===== config.mk =====
export PLATFORM = sky130hd
export DESIGN_NAME = gpio_irq_router
export DESIGN_NICKNAME = d
export VERILOG_FILES = /design/src/rtl/gpio_irq_pkg.sv /design/src/rtl/gpio_irq_ctrl.sv /design/src/rtl/gpio_irq_dp.sv /design/src/rtl/gpio_irq_router.sv
export SDC_FILE = /design/constraint.sdc
export NUM_CORES = 1
export LEC_CHECK = 0
export BUFFER_PORTS_ARGS = -buffer_cell sky130_fd_sc_hd__buf_2
export CAP_MARGIN = 10
export CORE_ASPECT_RATIO = 2
export CORE_MARGIN = 2
export CORE_UTILIZATION = 53
export CTS_BUF_LIST = sky130_fd_sc_hd__clkbuf_8
export DETAILED_ROUTE_END_ITERATION = 10
export GPL_TIMING_DRIVEN = 0
export HOLD_SLACK_MARGIN = 0.06
export PLACE_DENSITY = 0.75
export SETUP_SLACK_MARGIN = 0.4
export SLEW_MARGIN = 20
export SYNTH_ARGS = -nofsm -noshare
export SYNTH_HDL_FRONTEND = slang
export SYNTH_SLANG_ARGS = --single-unit

===== constraint.sdc =====
create_clock -name clk -period 3.9 [get_ports clk]
set_input_delay 0.39 -clock clk [delete_from_list [all_inputs] [get_ports clk]]
set_output_delay 0.39 -clock clk [all_outputs]
set_load 0.01 [all_outputs]

===== src/rtl/gpio_irq_pkg.sv =====
`timescale 1ns/1ps
package gpio_irq_pkg;

  typedef enum logic [3:0] {
    SEL_NONE, SEL_DATA, SEL_OUT, SEL_DIR, SEL_MASK,
    SEL_POL, SEL_EDGE, SEL_SPARE, SEL_MAP
  } regSel_e;

  typedef struct packed {
    logic       wrOut;
    logic       wrDir;
    logic       wrMask;
    logic       wrPol;
    logic       wrEdge;
    logic       wrSpare;
    logic       wrMap;
    logic [2:0] mapWord;
    regSel_e    rdSel;
  } busStrobe_t;

endpackage


===== src/rtl/gpio_irq_ctrl.sv =====
`timescale 1ns/1ps
module gpio_irq_ctrl
  import gpio_irq_pkg::*;
#(
  parameter int ADDR_W    = 8,
  parameter int MAP_WORDS = 2
) (
  input  logic              clk,
  input  logic              rstN,
  input  logic [ADDR_W-1:0] busAddr,
  input  logic              busWrEn,
  output busStrobe_t        strobe
);

  localparam int WORD_W   = ADDR_W - 2;
  localparam int MAP_BASE = 8;

  logic [WORD_W-1:0] wordSel;
  int                wordIdx;

  assign wordSel = busAddr[ADDR_W-1:2];
  assign wordIdx = int'(wordSel);

  always_comb begin
    strobe = '0;
    strobe.rdSel = SEL_NONE;
    if (wordIdx < 7) begin
      case (wordIdx)
        0: strobe.rdSel = SEL_DATA;
        1: begin strobe.rdSel = SEL_OUT;   strobe.wrOut   = busWrEn; end
        2: begin strobe.rdSel = SEL_DIR;   strobe.wrDir   = busWrEn; end
        3: begin strobe.rdSel = SEL_MASK;  strobe.wrMask  = busWrEn; end
        4: begin strobe.rdSel = SEL_POL;   strobe.wrPol   = busWrEn; end
        5: begin strobe.rdSel = SEL_EDGE;  strobe.wrEdge  = busWrEn; end
        default: begin strobe.rdSel = SEL_SPARE; strobe.wrSpare = busWrEn; end
      endcase
    end else if (wordIdx >= MAP_BASE && wordIdx < MAP_BASE + MAP_WORDS) begin
      strobe.rdSel   = SEL_MAP;
      strobe.wrMap   = busWrEn;
      strobe.mapWord = 3'(wordIdx - MAP_BASE);
    end
  end


  one_strobe_chk: assert property (@(posedge clk) disable iff (!rstN)
    $onehot0({strobe.wrOut, strobe.wrDir, strobe.wrMask, strobe.wrPol,
              strobe.wrEdge, strobe.wrSpare, strobe.wrMap}));


  idle_bus_chk: assert property (@(posedge clk) disable iff (!rstN)
    !busWrEn |-> !(strobe.wrOut || strobe.wrDir || strobe.wrMask || strobe.wrPol ||
                   strobe.wrEdge || strobe.wrSpare || strobe.wrMap));

endmodule


===== src/rtl/gpio_irq_dp.sv =====
`timescale 1ns/1ps
module gpio_irq_dp
  import gpio_irq_pkg::*;
#(
  parameter int LINES     = 8,
  parameter int NUM_IRQ   = 4,
  parameter int MAP_WORDS = 2
) (
  input  logic               clk,
  input  logic               rstN,
  input  busStrobe_t         strobe,
  input  logic [31:0]        wrData,
  output logic [31:0]        rdData,
  input  logic [LINES-1:0]   pinIn,
  output logic [LINES-1:0]   pinOut,
  output logic [LINES-1:0]   pinOe,
  output logic [NUM_IRQ-1:0] irqOut
);

  localparam int MAP_BITS = MAP_WORDS * 32;

  logic [LINES-1:0] outReg, dirReg, maskReg, polReg, edgeReg, spareReg;
  logic [LINES-1:0] syncA, syncB, syncPrev;
  logic [LINES-1:0] riseEv, fallEv, levelHit, edgeHit, trig;
  logic [7:0]       mapByte [LINES];
  logic [MAP_BITS-1:0] mapFlat;
  logic [LINES-1:0] routeHit [NUM_IRQ];
  logic [NUM_IRQ-1:0] irqNext;

  // configuration registers
  always_ff @(posedge clk) begin
    if (!rstN) begin
      outReg   <= '0;
      dirReg   <= '0;
      maskReg  <= '0;
      polReg   <= '0;
      edgeReg  <= '0;
      spareReg <= '0;
    end else begin
      if (strobe.wrOut)   outReg   <= wrData[LINES-1:0];
      if (strobe.wrDir)   dirReg   <= wrData[LINES-1:0];
      if (strobe.wrMask)  maskReg  <= wrData[LINES-1:0];
      if (strobe.wrPol)   polReg   <= wrData[LINES-1:0];
      if (strobe.wrEdge)  edgeReg  <= wrData[LINES-1:0];
      if (strobe.wrSpare) spareReg <= wrData[LINES-1:0];
    end
  end

  // routing bytes, one per line, big-endian within a word
  generate
    for (genvar i = 0; i < LINES; i++) begin : g_map
      localparam int WORD = i / 4;
      localparam int MSB  = 31 - 8 * (i % 4);
      always_ff @(posedge clk) begin
        if (!rstN)
          mapByte[i] <= 8'h80;
        else if (strobe.wrMap && strobe.mapWord == 3'(WORD))
          mapByte[i] <= wrData[MSB -: 8];
      end
      assign mapFlat[WORD*32 + MSB -: 8] = mapByte[i];
    end
    for (genvar i = LINES; i < MAP_WORDS * 4; i++) begin : g_map_pad
      assign mapFlat[(i/4)*32 + 31 - 8*(i%4) -: 8] = 8'h00;
    end
  endgenerate

  // two-flop synchroniser plus history flop for edges
  always_ff @(posedge clk) begin
    if (!rstN) begin
      syncA    <= '0;
      syncB    <= '0;
      syncPrev <= '0;
    end else begin
      syncA    <= pinIn;
      syncB    <= syncA;
      syncPrev <= syncB;
    end
  end

  // trigger selection
  assign riseEv   = syncB & ~syncPrev;
  assign fallEv   = ~syncB & syncPrev;
  assign levelHit = ~edgeReg & ~(syncB ^ polReg);
  assign edgeHit  = edgeReg & ((polReg & riseEv) | (~polReg & fallEv));
  assign trig     = (levelHit | edgeHit) & maskReg;

  // routing onto shared wires
  generate
    for (genvar k = 0; k < NUM_IRQ; k++) begin : g_irq
      for (genvar i = 0; i < LINES; i++) begin : g_line
        assign routeHit[k][i] = !mapByte[i][7] && (mapByte[i][6:0] == 7'(k));
      end
      assign irqNext[k] = |(trig & routeHit[k]);


      route_gate_chk: assert property (@(posedge clk) disable iff (!rstN)
        irqOut[k] |-> $past(|(routeHit[k] & maskReg)));
    end
  endgenerate

  always_ff @(posedge clk) begin
    if (!rstN) irqOut <= '0;
    else       irqOut <= irqNext;
  end

  assign pinOut = outReg;
  assign pinOe  = dirReg;

  // read mux
  always_comb begin
    rdData = '0;
    case (strobe.rdSel)
      SEL_DATA:  rdData = 32'(syncB);
      SEL_OUT:   rdData = 32'(outReg);
      SEL_DIR:   rdData = 32'(dirReg);
      SEL_MASK:  rdData = 32'(maskReg);
      SEL_POL:   rdData = 32'(polReg);
      SEL_EDGE:  rdData = 32'(edgeReg);
      SEL_SPARE: rdData = 32'(spareReg);
      SEL_MAP: begin
        for (int w = 0; w < MAP_WORDS; w++)
          if (strobe.mapWord == 3'(w)) rdData = mapFlat[w*32 +: 32];
      end
      default:   rdData = '0;
    endcase
  end


  mask_gate_chk: assert property (@(posedge clk) disable iff (!rstN)
    (|irqOut) |-> $past(|maskReg));


  generate
    for (genvar i = 0; i < LINES; i++) begin : g_edge_chk
      edge_single_chk: assert property (@(posedge clk) disable iff (!rstN)
        riseEv[i] |=> !riseEv[i]);
    end
  endgenerate

endmodule


===== src/rtl/gpio_irq_router.sv =====
`timescale 1ns/1ps
module gpio_irq_router
  import gpio_irq_pkg::*;
#(
  parameter int NLINES  = 8,
  parameter int NUM_IRQ = 4,
  parameter int ADDR_W  = 8,
  localparam int LINES  = (NLINES < 1 || NLINES > 32) ? 32 : NLINES
) (
  input  logic               clk,
  input  logic               rstN,
  input  logic [ADDR_W-1:0]  busAddr,
  input  logic               busWrEn,
  input  logic [31:0]        busWrData,
  output logic [31:0]        busRdData,
  input  logic [LINES-1:0]   pinIn,
  output logic [LINES-1:0]   pinOut,
  output logic [LINES-1:0]   pinOe,
  output logic [NUM_IRQ-1:0] irqOut
);

  localparam int MAP_WORDS = (LINES + 3) / 4;

  busStrobe_t strobe;

  gpio_irq_ctrl #(.ADDR_W(ADDR_W), .MAP_WORDS(MAP_WORDS)) u_ctrl (
    .clk(clk), .rstN(rstN), .busAddr(busAddr), .busWrEn(busWrEn), .strobe(strobe)
  );

  gpio_irq_dp #(.LINES(LINES), .NUM_IRQ(NUM_IRQ), .MAP_WORDS(MAP_WORDS)) u_dp (
    .clk(clk), .rstN(rstN), .strobe(strobe), .wrData(busWrData), .rdData(busRdData),
    .pinIn(pinIn), .pinOut(pinOut), .pinOe(pinOe), .irqOut(irqOut)
  );

endmodule


==> results of run 1 <==
-- how the worst max path moves through the flow --
stage / slack, ns / to / cells past startpoint
2_1_floorplan: 0.90 / u_dp.mapByte[0][0]$_SDFFCE_PN0P_ / 4
3_3_place_gp: -0.16 / u_dp.mapByte[0][4]$_SDFFCE_PN0P_ / 4
3_5_place_dp: 1.05 / busRdData[4] / 7
4_1_cts: 1.05 / busRdData[4] / 7
5_1_grt: 0.78 / busRdData[0] / 7
6_report: 0.99 / busRdData[7] / 7
-- worst max-delay path, stage by stage --
cell,delay [ns]
buf_2,0.20
clkinv_1,0.42
nor4_2,0.80
buf_2,0.34
nand2_1,0.08
o211ai_1,0.11
buf_2,0.18
-- cell usage in the layout (no fill, tap or decap), types with 17 or more instances in the layout --
cell type	instances
and2_1	80
buf_2	104
clkbuf_1	20
clkbuf_8	17
dfxtp_1	76
edfxtp_1	64
mux2i_1	77
nand2_1	26
nor2_1	96
nor3_1	17
-- kinds of logic after synthesis --
group	count (synthesis)	synth area share, %
buffers and inverters	38	2.57
AND/OR/NAND/NOR	286	23.3
AO/OA/AOI/OAI	63	6.68
flip-flops	140	53.3
multiplexers	85	14.2
-- layer usage --
metal | track usage (%) | wire [µm] | vias up
met1 | 29.8 | 6270 | 2504
met5 | 0 | 0 | -
met4 | 20.8 | 1350 | 0
li1 | - | - | 2441
met3 | 5.03 | 740 | 63
met2 | 50.5 | 9750 | 174
-- state kept, by name (all words and copies together), names as in the netlist, 8 cells and up --
| name | count |
|---|---|
| u_dp.syncA | 8 |
| u_dp.maskReg | 8 |
| u_dp.edgeReg | 8 |
| u_dp.polReg | 8 |
| u_dp.mapByte | 64 |
| u_dp.syncB | 8 |
| u_dp.pinOe | 8 |
| u_dp.syncPrev | 8 |
| u_dp.spareReg | 8 |
| u_dp.pinOut | 8 |
-- power by group through the flow --
stage	clock, µW	sequential (µW)	combinational, µW
floorplan	0	1640	108
global placement	0	1650	184
detailed placement	0	1650	199
CTS	1020	1610	199
global route	1080	1620	214
finish	1010	1620	199
-- cell type report --
class	instances	area, µm²
clock buffer	17	234
tap	147	184
clock inverter	15	100
multi-input combinational	434	2880
fill	985	4510
timing repair buffer	99	541
inverter	6	22.5
buffer	32	144
sequential	140	3440
-- stage by stage --
stage               setup slack, ns  instances
detailed placement             1.05        858
global route                  0.785        890
global placement             -0.162        856
CTS                            1.05        890
finish                        0.990        890
floorplan                     0.896        612
==> metrics.md, run 1 <==
| Metric | Value |
|---|---|
| Status | `complete, no violations` |
| Final hold violation count | `0` |
| Fin Setup TNS | `0 ns` |
| Gpl congestion | `0.958` |
| Cell count after synthesis | `612` |
| DRT Pass-1 Iters | `5` |
| Post-synth cell types | `40` |
| Clock slew at reported path FFs | `0.08 ns` |
| Minimum clock period | `2.91 ns` |
| Hpwl dp | `13900 µm` |
| Worst hold endpoint | `u_dp.syncA[0]$_SDFF_PN0_` |
| Hold path start | `pinIn[0]` |
| Fin area | `0.00755 mm²` |
| IO Count | `103` |
| Max cap viols | `0` |
| Clk_lat worst skew | `0.44 ns` |
| Tot Pwr | `2820 µW` |
| GR Overflow Total | `0` |
| Combinational fraction of design power | `7.0%` |
| Drt via density | `5.82` |
| Hold WS | `0.152 ns` |
| Switching Power | `733 µW` |
| CTS buffer count | `17` |
| Setup Crit Path Kind | `in -> out` |
| Drt initial violations | `318` |
| Worst R2R End | `u_dp.irqOut[2]$_SDFF_PN0_` |
| Sequential share of power | `57.3%` |
| Crit path required time | `3.51 ns` |
| Synth top area share | `29.7%` |
| Post-route ant nets | `0` |
| Vias in the first global route | `5313` |
| Worst hold stages | `2` |
| Die area | `0.0132 mm²` |
| Crit path from | `busAddr[2]` |
| DRC | `0` |
| Core area | `0.0121 mm²` |
| Max-slew headroom | `45.4%` |
| Placed cell areas | `0.00721 mm²` |
| Hold Crit Class | `in -> reg` |
| Initial antenna violation count | `0` |
| Die span in y | `160 µm` |
| Number of port buffers | `97` |
| Seq cells post-synth | `140` |
| Antenna cells | `0` |
| Flop-to-flop setup slack | `1.75 ns` |
| Drt wl/cell | `20.3 µm` |
| CTS Sinks | `140` |
| Drt total wl | `18100 µm` |
| Number of synthesized flops with an enable pin | `64` |
| Layout cells sized above 1 | `20.5%` |
| Maximum clock rate | `0.344 GHz` |
| Worst-path fanout max | `10` |
| Setup Skew | `0.00487 ns` |
| Pleak | `0.00304 µW` |
| # rows | `57` |
| Synthesized area per cell | `10.6 µm²` |
| Clock Tree Buf Depth | `2` |
| Ys async rst share | `0%` |
| CTS root buf | `clkbuf_8` |
| Seq/Total Area, Yosys | `53.3%` |
| Crit end category | `output pin` |
| Syn nets | `663` |
| Peak VDD IR | `0.238 mV` |
| Post-CTS sizing | `0` |
| Unrepaired setup endpoints after global routing | `no` |
| P&R area growth vs syn | `16.7%` |
| Synth warnings | `0` |
| Commonest cells in the netlist | `nor2_1 (96), and2_1 (80), mux2i_1 (77)` |
| Worst r2r path cells | `4` |
| Clk pwr share | `35.7%` |
| Final setup violation count | `0` |
| Final period util | `74.6%` |
| Top-count cell post-synth | `nor2_1` |
| Final slew viol count | `0` |
| Fraction of power spent switching nets | `26.0%` |
| Post-CTS Setup Repair Bufs | `0` |
| Initial Utilization | `53.6%` |
| Final design utilization | `62.6%` |
| Power per cell area | `374 mW/mm²` |
| Final net count | `781` |
| Startpoint type of the worst setup path | `primary input` |
| Pint | `2090 µW` |
| WP data arrival | `2.52 ns` |
| Largest net degree at the start of global routing | `23` |
| First-pass GRT wire length | `27800 µm` |
| Worst Max-Slew Pin Slew | `0.818 ns` |
| CTS tree | `built` |
| Critical R2R Launch | `u_dp.mapByte[1][12]$_SDFFCE_PN0P_` |
| Ys flop type | `dfxtp_1` |
| Synth top area cells | `edfxtp_1 (30%), dfxtp_1 (24%), mux2i_1 (12%)` |
| Cts hold-fix bufs | `0` |
| Vias | `5182` |
| Synthesized area | `0.00646 mm²` |
| H-tree Lvls | `4` |
| Total global-route track usage | `29.0%` |
| Top cell type by total area after synthesis | `edfxtp_1` |
| Die width | `82.1 µm` |
Note: power is estimated with default switching activity, not from simulation.
==> inputs of run 2 (changes only) <==
CORE_UTILIZATION = 59   (was 53)
PLACE_DENSITY = 0.8   (was 0.75)
clock period = 2.9 ns   (was 3.9 ns; I/O delays follow)
==> metrics.md, run 2 (synthesis gave the netlist of run 1 again) <==
| Metric | Value |
|---|---|
| Startpoint type of the worst setup path | `primary input` |
| Status | `complete, no violations` |
| Worst-path fanout max | `10` |
| Total global-route track usage | `31.3%` |
| Vias in the first global route | `5405` |
| Worst Max-Slew Pin Slew | `0.767 ns` |
| Die width | `78.0 µm` |
| Power per cell area | `523 mW/mm²` |
| Post-route ant nets | `0` |
| Gpl congestion | `0.958` |
| Drt initial violations | `365` |
| DRC | `0` |
| Commonest non-fill, non-tap cell in the layout | `buf_2` |
| Clock slew at reported path FFs | `0.07 ns` |
| Maximum clock rate | `0.421 GHz` |
| Drt wl/cell | `20.0 µm` |
| Unrepaired setup endpoints after global routing | `no` |
| CTS buffer count | `17` |
| Register with the most flip-flops | `u_dp.mapByte` |
| H-tree Lvls | `4` |
| Cell mode on critical path | `buf_2` |
| Final slew viol count | `0` |
| Max cap viols | `0` |
| # rows | `54` |
| Max-slew headroom | `48.5%` |
| Die span in y | `152 µm` |
| CP Cell Sequence | `buf_2 -> clkinv_1 -> nor4_4 -> buf_4 -> buf_2 -> nand2_1 -> o211ai_1 -> buf_2` |
| CTS root buf | `clkbuf_8` |
| Worst stage delay on the critical path | `0.47 ns` |
| Max FFs per register | `64` |
| WP data arrival | `2.09 ns` |
| IO Count | `103` |
| Hold Crit Class | `in -> reg` |
| DRT Pass-1 Iters | `5` |
| Layout cells sized above 1 | `21.3%` |
| Fillers | `822` |
| Peak VDD IR | `0.395 mV` |
| Clk_lat worst skew | `0.44 ns` |
| Final setup violation count | `0` |
| Area of the multi-input gates | `0.00289 mm²` |
| Crit path required time | `2.61 ns` |
| Hold WS | `0.0773 ns` |
| Clock Tree Buf Depth | `2` |
| Final net count | `788` |
| Fin Setup TNS | `0 ns` |
| Number of port buffers | `97` |
| Setup Crit Path Kind | `in -> out` |
| Most frequent cells in the layout | `buf_2 (105), nor2_1 (94), and2_1 (80)` |
| First-pass GRT wire length | `27800 µm` |
| CTS tree | `built` |
| Die area | `0.0119 mm²` |
| Drt total wl | `17800 µm` |
| Fin area | `0.00769 mm²` |
| Crit end category | `output pin` |
| Placed cell areas | `0.00720 mm²` |
| Final hold violation count | `0` |
| CTS Sinks | `140` |
| Largest net degree at the start of global routing | `24` |
| Pleak | `0.00314 µW` |
| Minimum clock period | `2.38 ns` |
| Reg area | `0.00344 mm²` |
| Initial antenna violation count | `0` |
| Drt via density | `5.82` |
| CP delay by family, top | `buffers and inverters` |
| Setup Skew | `0.0109 ns` |
| Initial Utilization | `59.8%` |
| Final period util | `82.0%` |
| P&R area growth vs syn | `18.9%` |
| Crit path buf inv count | `5` |
| Hpwl dp | `13500 µm` |
| Antenna cells | `0` |
| Core area | `0.0108 mm²` |
| Vias | `5183` |
| GR Overflow Total | `0` |
| Crit-path slowest cell | `clkinv_1` |
==> run 2: cell count changes in the layout (fill, tap and decap cells not counted), sizes merged <==
cell and change:
dlygate4sd3 +6, clkinvlp -4, bufinv +2, clkinv -5, clkbuf +4, inv +4
==> run 2: worst reg2reg max path, cell delays in order (launching register included) <==
cell and delay, ns:
edfxtp_1 0.42, nor4_1 0.68, nand3_1 0.20, nor3_1 0.24, a2111oi_0 0.13, a31oi_1 0.32
==> run 2: final cells by class <==
cell class	instances	share of cell area, %
clock inverters	12	1.58
repair buffers	106	7.91
well taps	140	2.28
plain buffers	32	1.95
clock buffers	20	3.58
inverters	6	0.293
multi-input cells	434	37.6
flip-flops and latches	140	44.8
==> run 2: worst paths after layout <==
check / from / endpoint / slack, ns / cells past startpoint
setup / recovery: busAddr[2] / busRdData[2] / 0.52 / 8
hold reg to reg: u_dp.syncA[7]$_SDFF_PN0_ / u_dp.syncB[7]$_SDFF_PN0_ / 0.43 / 1
hold / removal: pinIn[7] / u_dp.syncA[7]$_SDFF_PN0_ / 0.08 / 2
setup reg to reg: u_dp.mapByte[1][31]$_SDFFCE_PN1P_ / u_dp.irqOut[1]$_SDFF_PN0_ / 0.80 / 5
==> run 2: per-stage QoR <==
| step | utilization (%) | total power [µW] | worst slack [ns] | std cells |
|---|---|---|---|---|
| final | 71.1 | 4020 | 0.523 | 890 |
| after global routing | 71.1 | 4150 | 0.433 | 890 |
| after CTS | 70.9 | 4030 | 0.425 | 889 |
| after detailed placement | 66.6 | 2480 | 0.182 | 851 |
| after global placement | 66.0 | 2460 | -0.121 | 849 |
| after floorplan | - | 2350 | 0.587 | 612 |
==> run 2: per-layer routing <==
layer	vias up	global-route usage, %	share of wire (%)
met1	2471	31.7	35
met4	0	19.0	5.9
met2	203	57.8	56
li1	2455	-	-
met3	54	5.29	3.7
met5	-	0	0
==> run 2: where the power goes <==
part,internal (µW),switching (µW)
combinational,108,167
clock,828,741
sequential,2130,48.5
total,3060,957
==> run 2: repair_timing <==
| action | in CTS | in global routing |
|---|---|---|
| gates resized for setup | 2 | 9 |
| buffers inserted | 0 | 1 |
| endpoints found under the hold margin | 6 | 0 |
| setup endpoints to repair | 8 | 39 |
| hold buffers | 6 | 0 |
| pin swaps | 1 | 1 |
==> inputs of run 3 (changes only) <==
ABC_AREA = 1   (was unset)
PLACE_DENSITY = 0.79   (was 0.8)
clock period = 2.4 ns   (was 2.9 ns; I/O delays follow)
==> metrics.md, run 3 <==
| Metric | Value |
|---|---|
| Status | `complete, no violations` |
| CTS buffer count | `17` |
| Worst hold endpoint | `u_dp.mapByte[0][23]$_SDFFCE_PN1P_` |
| Final design utilization | `71.2%` |
| Maximum clock rate | `0.514 GHz` |
| Final setup violation count | `0` |
| Die area | `0.0123 mm²` |
| Synth top area cells | `edfxtp_1 (29%), dfxtp_1 (23%), nor2_1 (9.1%)` |
| Fin area | `0.00799 mm²` |
| Crit end category | `output pin` |
| Die width | `79.4 µm` |
| Synth warnings | `0` |
| Post-route insts no fill | `1159` |
| Worst hold stages | `3` |
| CP Cell Sequence | `nand2_1 -> o21ai_0 -> a22oi_2 -> nand4_1 -> buf_2` |
| CTS tree | `built` |
| Synth top area share | `28.6%` |
| Adder-Cell Fraction of Synth Area | `0%` |
| Crit-path slowest cell | `edfxtp_1` |
| Complex-gate fraction of the synthesized area | `13.1%` |
| Setup Crit Path Kind | `reg -> out` |
| Hold path start | `busWrData[15]` |
| Critical R2R Launch | `u_dp.mapByte[0][5]$_SDFFCE_PN0P_` |
| Clock slew at reported path FFs | `0.09 ns` |
| Total global-route track usage | `34.1%` |
| DRT Pass-1 Iters | `5` |
| Largest net degree at the start of global routing | `33` |
| Final slew viol count | `0` |
| Fillers | `964` |
| Commonest cells in the netlist | `nor2_1 (163), nand2_1 (153), inv_1 (140)` |
| Max cap viols | `0` |
| Vias | `6372` |
| CTS Sinks | `140` |
| Initial antenna violation count | `0` |
| Number of port buffers | `99` |
| Pleak | `0.00371 µW` |
| Setup Skew | `0.0122 ns` |
| Synthesized area | `0.00671 mm²` |
| # rows | `55` |
| Ys async rst share | `0%` |
| Worst-path fanout max | `2` |
| Gpl congestion | `0.964` |
| Final worst slack | `0.453 ns` |
| Antenna cells | `0` |
| Seq/Total Area, Yosys | `51.3%` |
| P&R area growth vs syn | `19.1%` |
| CP delay by family, top | `compound AO/OA/AOI/OAI gates` |
| First-pass GRT wire length | `31200 µm` |
| Hold Crit Class | `in -> reg` |
| Drt total wl | `20100 µm` |
| Crit path required time | `2.16 ns` |
| Power per cell area | `634 mW/mm²` |
| GR Overflow Total | `0` |
| Final net count | `1055` |
| DRC | `0` |
| Peak VDD IR | `0.549 mV` |
| Hpwl dp | `14900 µm` |
| Initial Utilization | `59.8%` |
| Clk_lat worst skew | `0.45 ns` |
| Core area | `0.0112 mm²` |
| Drt via density | `5.50` |
| Synthesized area per cell | `7.68 µm²` |
| Minimum clock period | `1.95 ns` |
| Worst r2r path cells | `9` |
| Post-synth cell types | `26` |
| Cell count after synthesis | `874` |
| Most frequent cells in the layout | `nor2_1 (162), nand2_1 (153), inv_1 (140)` |
| Commonest non-fill, non-tap cell in the layout | `nor2_1` |
| Mux cell area share after synthesis | `0%` |
| Seq cells post-synth | `140` |
| CTS root buf | `clkbuf_8` |
| IO Count | `103` |
| Hold WS | `0.0719 ns` |
| Unrepaired setup endpoints after global routing | `no` |
| Drt initial violations | `456` |
| Top cell type by total area after synthesis | `edfxtp_1` |
| Crit path buf inv count | `1` |
| Post-synthesis xor/xnor area fraction | `0%` |
| Largest family of logic cells by synthesized area | `simple AND/OR/NAND/NOR gates` |
| Worst stage delay on the critical path | `0.40 ns` |
| Number of synthesized flops with an enable pin | `64` |
| Worst Max-Slew Pin Slew | `1.07 ns` |
| WP data arrival | `1.71 ns` |
| Pre-CTS setup slack | `-0.187 ns` |
| Placed cell areas | `0.00740 mm²` |
| Post-route ant nets | `0` |
| Final period util | `81.1%` |
| Register with the most flip-flops | `u_dp.mapByte` |
| Syn nets | `925` |
| Startpoint type of the worst setup path | `flip-flop` |
| Worst R2R End | `u_dp.irqOut[2]$_SDFF_PN0_` |
| H-tree Lvls | `4` |
| Max-slew headroom | `28.4%` |
| Max FFs per register | `64` |
| Layout cells sized above 1 | `17.5%` |
| Simple-gate portion of the synthesized area | `25.3%` |
| Placed cell count | `1115` |
| Clock Tree Buf Depth | `2` |
| Ys flop type | `dfxtp_1` |
| Final hold violation count | `0` |
| Drt wl/cell | `17.3 µm` |
| Flop-to-flop setup slack | `0.80 ns` |
| Top-count cell post-synth | `nor2_1` |
| Vias in the first global route | `6315` |
| Die span in y | `155 µm` |
run 3: logic make-up after synthesis:
| logic type | count (synthesis) |
|---|---|
| buf+inv | 174 |
| flops | 140 |
| simple gates | 400 |
| compound gates | 160 |
run 3: area by class of cell:
cell class | count | area, µm² | area share, %
flip-flops and latches | 140 | 3440 | 43.1
clock inverters | 14 | 183 | 2.29
repair buffers | 110 | 601 | 7.52
multi-input cells | 561 | 2640 | 33.0
inverters | 149 | 559 | 7.00
plain buffers | 25 | 141 | 1.77
well taps | 142 | 178 | 2.22
clock buffers | 18 | 248 | 3.10
run 3: report_power, final:
group | leakage (µW) | switching, µW | total [µW] | internal (µW)
Clock | 0.000213 | 1020 | 2100 | 1080
Sequential | 0.00123 | 54.8 | 2630 | 2570
Combinational | 0.00226 | 236 | 341 | 104
Total | 0.00371 | 1310 | 5060 | 3760
run 3: per-stage QoR:
stage	setup TNS, ns	power [µW]
floorplan	0	2860
global placement	-5.35	2990
detailed placement	-5.86	3000
CTS	0	5030
global route	0	5210
finish	0	5060
run 3: what timing repair did:
item | in CTS | in global routing
cloned | 1 | 0
hold buffers | 9 | 0
setup endpoints to repair | 38 | 53
endpoints found under the hold margin | 9 | 0
pin swaps | 2 | 4
setup buffers | 0 | 2
gates resized for setup | 3 | 12
run 3: worst max-delay path by stage:
stage | from | end | cells past startpoint
global route | u_dp.mapByte[1][26]$_SDFFCE_PN0P_ | busRdData[2] | 5
finish | u_dp.mapByte[1][26]$_SDFFCE_PN0P_ | busRdData[2] | 5
global placement | busAddr[6] | u_dp.mapByte[0][27]$_SDFFCE_PN0P_ | 7
detailed placement | busAddr[6] | u_dp.mapByte[0][26]$_SDFFCE_PN0P_ | 7
CTS | busAddr[6] | busRdData[29] | 8
floorplan | busAddr[6] | u_dp.mapByte[0][0]$_SDFFCE_PN0P_ | 6
run 3: worst min-delay path, delay by kind of cell:
kind	cells	cell delay (ns)
buffers and inverters	2	0.12
AND/OR/NAND/NOR	1	0.06
run 3: routing by layer:
metal / vias up / share of wire (%) / GRT usage, %
li1: 3099 / - / -
met1: 2894 / 34 / 33.8
met2: 288 / 52 / 61.2
met3: 91 / 5.3 / 6.42
met4: 0 / 8.4 / 25.0
met5: - / 0 / 0
